## src/rtl/uart_rx_pkg.sv

```systemverilog
package uart_rx_pkg;

  localparam int unsigned BYTE_W = 8;

  // bit positions inside the error-flag vector
  localparam int unsigned ERR_OVR = 0;
  localparam int unsigned ERR_FRM = 1;
  localparam int unsigned ERR_PAR = 2;
  localparam int unsigned ERR_N   = 3;

  typedef enum logic [2:0] {
    ST_IDLE,
    ST_START,
    ST_DATA,
    ST_PAR,
    ST_STOP
  } rx_state_e;

  typedef struct packed {
    logic [BYTE_W-1:0] data;
    logic              stop_ok;
    logic              par_ok;
  } rx_frame_t;

  // parity bit the sender must append for the chosen sense
  function automatic logic parity_expect(input logic [BYTE_W-1:0] d, input logic odd);
    return (^d) ^ odd;
  endfunction

endpackage

```

## src/rtl/rx_line_sync.sv

```systemverilog
module rx_line_sync #(
  parameter int unsigned STAGES = 2
) (
  input  logic clk,
  input  logic rst_n,
  input  logic line_i,
  output logic line_o,
  output logic fall_o
);

  logic [STAGES-1:0] pipe_q;
  logic              last_q;

  always_ff @(posedge clk or negedge rst_n) begin
    if (!rst_n) begin
      pipe_q <= '1;
      last_q <= 1'b1;
    end else begin
      pipe_q <= {pipe_q[STAGES-2:0], line_i};
      last_q <= pipe_q[STAGES-1];
    end
  end

  assign line_o = pipe_q[STAGES-1];
  assign fall_o = last_q & ~pipe_q[STAGES-1];

endmodule

```

## src/rtl/rx_frame_engine.sv

```systemverilog
module rx_frame_engine
  import uart_rx_pkg::*;
#(
  parameter int unsigned OSR = 16
) (
  input  logic      clk,
  input  logic      rst_n,
  input  logic      tick_i,
  input  logic      line_i,
  input  logic      fall_i,
  input  logic      halt_i,
  input  logic      par_en_i,
  input  logic      par_odd_i,
  output logic      done_o,
  output rx_frame_t frame_o,
  output logic      idle_o
);

  localparam int unsigned CNT_W  = $clog2(OSR);
  localparam int unsigned IDX_W  = $clog2(BYTE_W);
  localparam logic [CNT_W-1:0] MID_CNT  = CNT_W'(OSR/2 - 1);
  localparam logic [CNT_W-1:0] LAST_CNT = CNT_W'(OSR - 1);
  localparam logic [IDX_W-1:0] LAST_IDX = IDX_W'(BYTE_W - 1);

  rx_state_e         state_q;
  logic [CNT_W-1:0]  cnt_q;
  logic [IDX_W-1:0]  idx_q;
  logic [BYTE_W-1:0] shr_q;
  logic              par_bit_q;
  logic              stop_bit_q;
  logic              done_q;
  logic              at_mid;

  assign at_mid = tick_i && (cnt_q == LAST_CNT);

  always_ff @(posedge clk or negedge rst_n) begin
    if (!rst_n) begin
      state_q    <= ST_IDLE;
      cnt_q      <= '0;
      idx_q      <= '0;
      shr_q      <= '0;
      par_bit_q  <= 1'b0;
      stop_bit_q <= 1'b1;
      done_q     <= 1'b0;
    end else begin
      done_q <= 1'b0;
      unique case (state_q)
        ST_IDLE: begin
          cnt_q <= '0;
          if (fall_i && !halt_i) state_q <= ST_START;
        end
        ST_START: begin
          if (tick_i) begin
            if (cnt_q == MID_CNT) begin
              cnt_q   <= '0;
              idx_q   <= '0;
              state_q <= line_i ? ST_IDLE : ST_DATA;
            end else begin
              cnt_q <= cnt_q + 1'b1;
            end
          end
        end
        ST_DATA: begin
          if (at_mid) begin
            cnt_q <= '0;
            shr_q <= {line_i, shr_q[BYTE_W-1:1]};
            idx_q <= idx_q + 1'b1;
            if (idx_q == LAST_IDX) state_q <= par_en_i ? ST_PAR : ST_STOP;
          end else if (tick_i) begin
            cnt_q <= cnt_q + 1'b1;
          end
        end
        ST_PAR: begin
          if (at_mid) begin
            cnt_q     <= '0;
            par_bit_q <= line_i;
            state_q   <= ST_STOP;
          end else if (tick_i) begin
            cnt_q <= cnt_q + 1'b1;
          end
        end
        ST_STOP: begin
          if (at_mid) begin
            cnt_q      <= '0;
            stop_bit_q <= line_i;
            done_q     <= 1'b1;
            state_q    <= ST_IDLE;
          end else if (tick_i) begin
            cnt_q <= cnt_q + 1'b1;
          end
        end
        default: state_q <= ST_IDLE;
      endcase
    end
  end

  assign done_o          = done_q;
  assign idle_o          = (state_q == ST_IDLE);
  assign frame_o.data    = shr_q;
  assign frame_o.stop_ok = stop_bit_q;
  assign frame_o.par_ok  = !par_en_i || (par_bit_q == parity_expect(shr_q, par_odd_i));

endmodule

```

## src/rtl/rx_flag_bank.sv

```systemverilog
module rx_flag_bank
  import uart_rx_pkg::*;
(
  input  logic              clk,
  input  logic              rst_n,
  input  logic              done_i,
  input  rx_frame_t         frame_i,
  input  logic              wr0_full_i,
  input  logic [ERR_N-1:0]  wr0_err_i,
  input  logic              irq_en_i,
  output logic [BYTE_W-1:0] data_o,
  output logic              full_o,
  output logic [ERR_N-1:0]  err_o,
  output logic              halt_o,
  output logic              irq_rx_o,
  output logic              irq_err_o
);

  logic              full_q;
  logic [ERR_N-1:0]  err_q;
  logic [ERR_N-1:0]  err_ev;
  logic [BYTE_W-1:0] data_q;
  logic              halt_q;
  logic              load_ev;
  logic              good_ev;

  assign load_ev          = done_i && !full_q;
  assign err_ev[ERR_OVR]  = done_i && full_q;
  assign err_ev[ERR_FRM]  = load_ev && !frame_i.stop_ok;
  assign err_ev[ERR_PAR]  = load_ev && !frame_i.par_ok;
  assign good_ev          = load_ev && frame_i.stop_ok && frame_i.par_ok;

  for (genvar g = 0; g < ERR_N; g++) begin : g_err
    always_ff @(posedge clk or negedge rst_n) begin
      if (!rst_n)            err_q[g] <= 1'b0;
      else if (err_ev[g])    err_q[g] <= 1'b1;
      else if (wr0_err_i[g]) err_q[g] <= 1'b0;
    end
  end

  always_ff @(posedge clk or negedge rst_n) begin
    if (!rst_n) begin
      full_q <= 1'b0;
      data_q <= '0;
      halt_q <= 1'b0;
    end else begin
      if (good_ev)         full_q <= 1'b1;
      else if (wr0_full_i) full_q <= 1'b0;
      if (load_ev) data_q <= frame_i.data;
      if (|err_ev)                  halt_q <= 1'b1;
      else if (!full_q && !(|err_q)) halt_q <= 1'b0;
    end
  end

  assign data_o    = data_q;
  assign full_o    = full_q;
  assign err_o     = err_q;
  assign halt_o    = halt_q;
  assign irq_rx_o  = irq_en_i & full_q;
  assign irq_err_o = irq_en_i & (|err_q);

endmodule

```

## src/rtl/uart_rx_core.sv

```systemverilog
module uart_rx_core
  import uart_rx_pkg::*;
#(
  parameter int unsigned OSR         = 16,
  parameter int unsigned SYNC_STAGES = 2
) (
  input  logic              clk,
  input  logic              rst_n,
  input  logic              rxd_i,
  input  logic              os_tick_i,
  input  logic              par_en_i,
  input  logic              par_odd_i,
  input  logic              irq_en_i,
  input  logic              wr0_full_i,
  input  logic              wr0_ovr_i,
  input  logic              wr0_frm_i,
  input  logic              wr0_par_i,
  output logic [BYTE_W-1:0] rx_data_o,
  output logic              full_o,
  output logic              ovr_o,
  output logic              frm_o,
  output logic              par_o,
  output logic              irq_rx_o,
  output logic              irq_err_o
);

  logic             line_s;
  logic             line_fall;
  logic             frame_done;
  rx_frame_t        frame;
  logic             eng_idle;
  logic             rx_halt;
  logic [ERR_N-1:0] err_flags;
  logic [ERR_N-1:0] err_clr;

  assign err_clr[ERR_OVR] = wr0_ovr_i;
  assign err_clr[ERR_FRM] = wr0_frm_i;
  assign err_clr[ERR_PAR] = wr0_par_i;

  rx_line_sync #(.STAGES(SYNC_STAGES)) u_sync (
    .clk    (clk),
    .rst_n  (rst_n),
    .line_i (rxd_i),
    .line_o (line_s),
    .fall_o (line_fall)
  );

  rx_frame_engine #(.OSR(OSR)) u_eng (
    .clk       (clk),
    .rst_n     (rst_n),
    .tick_i    (os_tick_i),
    .line_i    (line_s),
    .fall_i    (line_fall),
    .halt_i    (rx_halt),
    .par_en_i  (par_en_i),
    .par_odd_i (par_odd_i),
    .done_o    (frame_done),
    .frame_o   (frame),
    .idle_o    (eng_idle)
  );

  rx_flag_bank u_flags (
    .clk        (clk),
    .rst_n      (rst_n),
    .done_i     (frame_done),
    .frame_i    (frame),
    .wr0_full_i (wr0_full_i),
    .wr0_err_i  (err_clr),
    .irq_en_i   (irq_en_i),
    .data_o     (rx_data_o),
    .full_o     (full_o),
    .err_o      (err_flags),
    .halt_o     (rx_halt),
    .irq_rx_o   (irq_rx_o),
    .irq_err_o  (irq_err_o)
  );

  assign ovr_o = err_flags[ERR_OVR];
  assign frm_o = err_flags[ERR_FRM];
  assign par_o = err_flags[ERR_PAR];

endmodule

```

## config.mk

```make
export PLATFORM = sky130hd
export DESIGN_NAME = uart_rx_core
export DESIGN_NICKNAME = d
export VERILOG_FILES = /design/src/rtl/uart_rx_pkg.sv /design/src/rtl/rx_line_sync.sv /design/src/rtl/rx_frame_engine.sv /design/src/rtl/rx_flag_bank.sv /design/src/rtl/uart_rx_core.sv
export SDC_FILE = /design/constraint.sdc
export NUM_CORES = 1
export LEC_CHECK = 0
export BUFFER_PORTS_ARGS = -buffer_cell sky130_fd_sc_hd__buf_4
export CORE_MARGIN = 8
export CORE_UTILIZATION = 32
export CTS_CLUSTER_DIAMETER = 80
export CTS_CLUSTER_SIZE = 28
export DETAILED_ROUTE_END_ITERATION = 16
export HOLD_SLACK_MARGIN = 0.03
export PLACE_DENSITY = 0.6
export SYNTH_ARGS = -nofsm -noshare
export SYNTH_HDL_FRONTEND = slang
export SYNTH_HIERARCHICAL = 1
export SYNTH_SLANG_ARGS = --single-unit
```

## constraint.sdc

```tcl
create_clock -name clk -period 2.7 [get_ports clk]
set_input_delay 0.54 -clock clk [delete_from_list [all_inputs] [get_ports clk]]
set_output_delay 0.54 -clock clk [all_outputs]
set_load 0.02 [all_outputs]
```

**Yosys cells after proc, flatten, opt, wreduce, memory -nomap -nowiden**

Index checks and enable logic that the tools add are counted.

- Register bits: 37
- Output and inout port bits: 14
- Word-level logic and storage cells: 103

- Add/sub/neg operators: 2
- Equal/unequal tests: 16
- Mux-type cells: 31
- Bitwise operators: 5
- Reductions and logical operators: 34

Operators by type and width:

| kind | number |
|---|---|
| two-way mux 3 bit | 11 |
| two-way mux 4 bit | 4 |
| case mux 3 bit (5 select lines) | 1 |
| two-way mux 1 bit | 12 |
| inequality test 2 x 1 -> 1 bit, second input constant | 6 |
| case mux 4 bit (3 select lines) | 1 |
| nonzero test 2 bit | 6 |
| logical AND 1 bit | 9 |
| OR reduction 3 bit | 3 |
| parity 8 bit | 1 |
| AND reduction 7 bit | 1 |
| == test 3 x 2 -> 1 bit, second input constant | 2 |
| == test 3 bit, second input constant | 2 |
| logical NOT 1 bit | 6 |
| case mux 3 bit (2 select lines) | 1 |
| AND reduction 2 bit | 3 |
| adder 4 x 1 -> 4 bit, second input constant | 1 |
| == test 4 x 3 -> 1 bit, second input constant | 1 |
| == test 4 bit, second input constant | 1 |
| AND reduction 4 bit | 1 |
| adder 3 x 1 -> 3 bit, second input constant | 1 |
| AND 1 bit | 3 |
| == test 3 x 1 -> 1 bit, second input constant | 1 |
| logical NOT 3 bit | 1 |
| other kinds (9) | 9 |

**Longest topological paths before layout**

- Word-level depth: 8
- Gate-level depth with buffers: 7
- Depth with buffers taken out: 6

**Hierarchy**

Netlist, hierarchy kept.

By module, submodules not included:

| module | instances | cells an instance | area an instance (µm²) | sequential area each (µm²) |
|---|---|---|---|---|
| rx_frame_engine | 1 | 121 | 1241.2 | 526.8 |
| rx_flag_bank | 1 | 39 | 519.2 | 325.3 |
| rx_line_sync | 1 | 4 | 92.6 | 78.8 |

**Least setup slack after synthesis**

No wires, ideal clock.

- Path type: flip-flop to flip-flop
- From: register u_eng.cnt_q[0]
- To: register u_eng.shr_q[0]
- Library setup time: 0.125 ns
- Arrival: 1.534 ns
- Data required time: 2.575 ns
- Slack: 1.042 ns
- Cell stages (with the launch flop): 7
- Period minus slack after synthesis: 1.658 ns
- Cells stage by stage: dfrtp_1 ha_1 and4_1 buf_4 nor3b_2 buf_4 mux2_2

- Longest elaborated chain between the ends: 3

RTL lines:

| what | RTL line | RTL |
|---|---|---|
| start: declaration | rx_frame_engine.sv:26 | `logic [CNT_W-1:0] cnt_q;` |
| start signal: assignment | rx_frame_engine.sv:59 | `cnt_q <= cnt_q + 1'b1;` |
| start signal: assignment | rx_frame_engine.sv:70 | `cnt_q <= cnt_q + 1'b1;` |
| start signal: assignment | rx_frame_engine.sv:79 | `cnt_q <= cnt_q + 1'b1;` |
| == test 4 bit | rx_frame_engine.sv:34 | `assign at_mid = tick_i && (cnt_q == LAST_CNT);` |
| logical AND 1 bit | rx_frame_engine.sv:34 |  |
| AND reduction 2 bit (no source line) | - |  |
| end signal: assignment | rx_frame_engine.sv:66 | `shr_q <= {line_i, shr_q[BYTE_W-1:1]};` |
| end: declaration | rx_frame_engine.sv:28 | `logic [BYTE_W-1:0] shr_q;` |

No other way between the ends.
A chain may end at the register's enable or synchronous reset.

**Worst setup path in the final report**

- From: register u_eng.cnt_q[0]
- To: register u_eng.shr_q[1]

The elaborated chain is that of the path after synthesis.

==> flow_summary.json <==
{
  "grt_pass1_wl_um": 5770,
  "wl_per_cell_um": 13.1,
  "clkPwrFrac_pct": 30.6,
  "diodes": 0,
  "cp_data_arrival_time_ps": 2090,
  "fin_setup_tns_ps": 0,
  "status": "finished clean",
  "grt_max_degree": 38,
  "start_util_pct": 33.4,
  "power_switching_w": 0.000389,
  "fin_area_um2": 2150,
  "cts-buffers-inserted": 5,
  "slew_headroom_pct": 63.0,
  "clock_path_buffers": 2,
  "die-width_um": 92.0,
  "post_cts_buffers": 0,
  "max_stage_delay_ps": 400,
  "hold_viol_final": 0,
  "clock_latency_ps": 280,
  "htreeDepth": 2,
  "fin_crit_ps": 1910,
  "worstPathRequired_ps": 2870,
  "syn_nets": 177,
  "first_pass_iters": 4,
  "fin_worst_hold_slack_ps": 203,
  "overflow": 0,
  "antenna_found_initial": 0,
  "portBuffers": 24,
  "vias": 1232,
  "power.share.switching_pct": 29.8,
  "placed_cell_area_um2": 2060,
  "gp_congestion": 0.789,
  "min_path_type": "in -> async",
  "grt_pass1_vias": 1228,
  "ant_nets": 0,
  "clkTransAtPathRegs_ps": 80,
  "coreArea_um2": 5540,
  "worstPathBufferInverterCount": 1,
  "slowest_stage": "and4_1",
  "dp_hpwl_um": 2400,
  "worst_pin_slew_ps": 541,
  "avgSynthCellArea_um2": 11.3,
  "p_comb_share_pct": 17.5,
  "vdd_drop_max_mv": 0.236,
  "max_freq_mhz": 522,
  "syn_inst": 163,
  "yosysWarnings": 6,
  "num_rows": 27,
  "die-area_um2": 8470,
  "area_growth_syn_to_layout_pct": 16.4,
  "crit_fanout": 10,
  "criticalPathCategory": "reg -> reg",
  "p_leak_nw": 1.01,
  "period_share_pct": 70.9,
  "wl_um": 3380,
  "clockRootBuffer": "clkbuf_8",
  "die_h_um": 92.0,
  "drc": 0,
  "seqPwrFrac_pct": 52.0,
  "p_int_w": 0.000916,
  "drtIter0Drc": 111,
  "cts_tree": "done",
  "p_per_area_nw_per_um2": 606,
  "final_core_util_pct": 38.9,
  "vias_per_cell": 4.78,
  "drv_slew": 0,
  "clock_skew_ps": 7.12,
  "cts_hold_buf": 0,
  "synth_area_um2": 1850,
  "io_pins": 25,
  "setup.worst_path.start_class": "register",
  "grt.total_usage_pct": 8.28,
  "nets": 199,
  "drv_cap": 0,
  "drive_gt1_share_pct": 31.7,
  "final-setup-viol-count": 0,
  "rsz0062_at_grt": "false",
  "cp_cell_sequence": "ha_1 -> and4_1 -> nor3b_2 -> buf_4 -> mux2_2",
  "cts.sinks": 37,
  "end_kind": "register",
  "crit_family": "simple AND/OR/NAND/NOR gates",
  "ctsResizeCount": 0
}
## flip-flops by register name, indices dropped and copies added, names as in the netlist
name / flops
u_eng/stop_bit_q: 1
u_flags/halt_o: 1
u_flags/full_o: 1
u_eng/done_o: 1
u_eng/par_bit_q: 1
u_eng/shr_q: 8
u_sync/pipe_q: 2
u_sync/last_q: 1
u_eng/cnt_q: 4
u_eng/state_q: 3
u_flags/err_o: 3
u_eng/idx_q: 3
u_flags/data_o: 8
## final cells by class
class | instances | area (um2)
fill | 557 | 3390
sequential | 37 | 931
multi-input combinational | 108 | 821
timing repair buffer | 25 | 188
tap | 72 | 90.1
clock buffer | 7 | 86.3
inverter | 8 | 30.0
clock inverter | 1 | 7.51
## final timing paths
path,startpoint,slack [ps],cells after the start,endpoint
setup / recovery,u_eng/cnt_q[0],790,5,u_eng/shr_q[1]
hold / removal,rst_n,200,1,u_eng/cnt_q[3]
setup reg to reg,u_eng/cnt_q[0],790,5,u_eng/shr_q[1]
hold reg to reg,u_sync/pipe_q[0],360,0,u_sync/pipe_q[1]
max in group asynchronous,rst_n,2150,1,u_sync/last_q
min in group clk,u_sync/pipe_q[0],360,0,u_sync/pipe_q[1]
## power groups by stage
stage          Clock [W]  Sequential (W)  Combinational (W)
2_1_floorplan          0        0.000632           0.000244
3_3_place_gp           0        0.000684           0.000228
3_5_place_dp           0        0.000684           0.000230
4_1_cts         0.000418        0.000675           0.000232
5_1_grt         0.000441        0.000688           0.000258
6_report        0.000399        0.000678           0.000228
## worst register-to-register path, cell delays in order (launching register included)
cell	delay, ps
dfrtp_1	390
ha_1	260
and4_1	400
nor3b_2	220
buf_4	200
mux2_2	350
## cells in the final DEF (no fill, tap or decap), types with 2 or more instances in the layout
| cell | count |
|---|---|
| mux2_2 | 19 |
| dfrtp_1 | 33 |
| xnor2_1 | 7 |
| inv_1 | 8 |
| dfstp_2 | 4 |
| o22ai_1 | 4 |
| ha_1 | 3 |
| nand3_1 | 4 |
| nor2b_1 | 2 |
| nand2b_1 | 7 |
| nor2_1 | 4 |
| o21ai_0 | 12 |
| and3_1 | 4 |
| buf_4 | 25 |
| clkbuf_8 | 6 |
| maj3_1 | 2 |
| nand2_1 | 11 |
| a21oi_1 | 6 |
## through the flow
step	total power [W]	instances	worst slack, ps
4_1_cts	0.00132	258	791
3_3_place_gp	0.000912	250	811
3_5_place_dp	0.000914	250	791
2_1_floorplan	0.000876	163	1040
5_1_grt	0.00139	258	670
6_report	0.00130	258	785
## routing by layer
metal	wire length, um	GRT usage, %	vias up
li1	-	-	615
met1	1620	9.96	586
met2	1510	13.1	27
met3	188	2.85	4
met4	54	3.76	0
met5	0	0	-
Power figures use the tool's default switching activity.
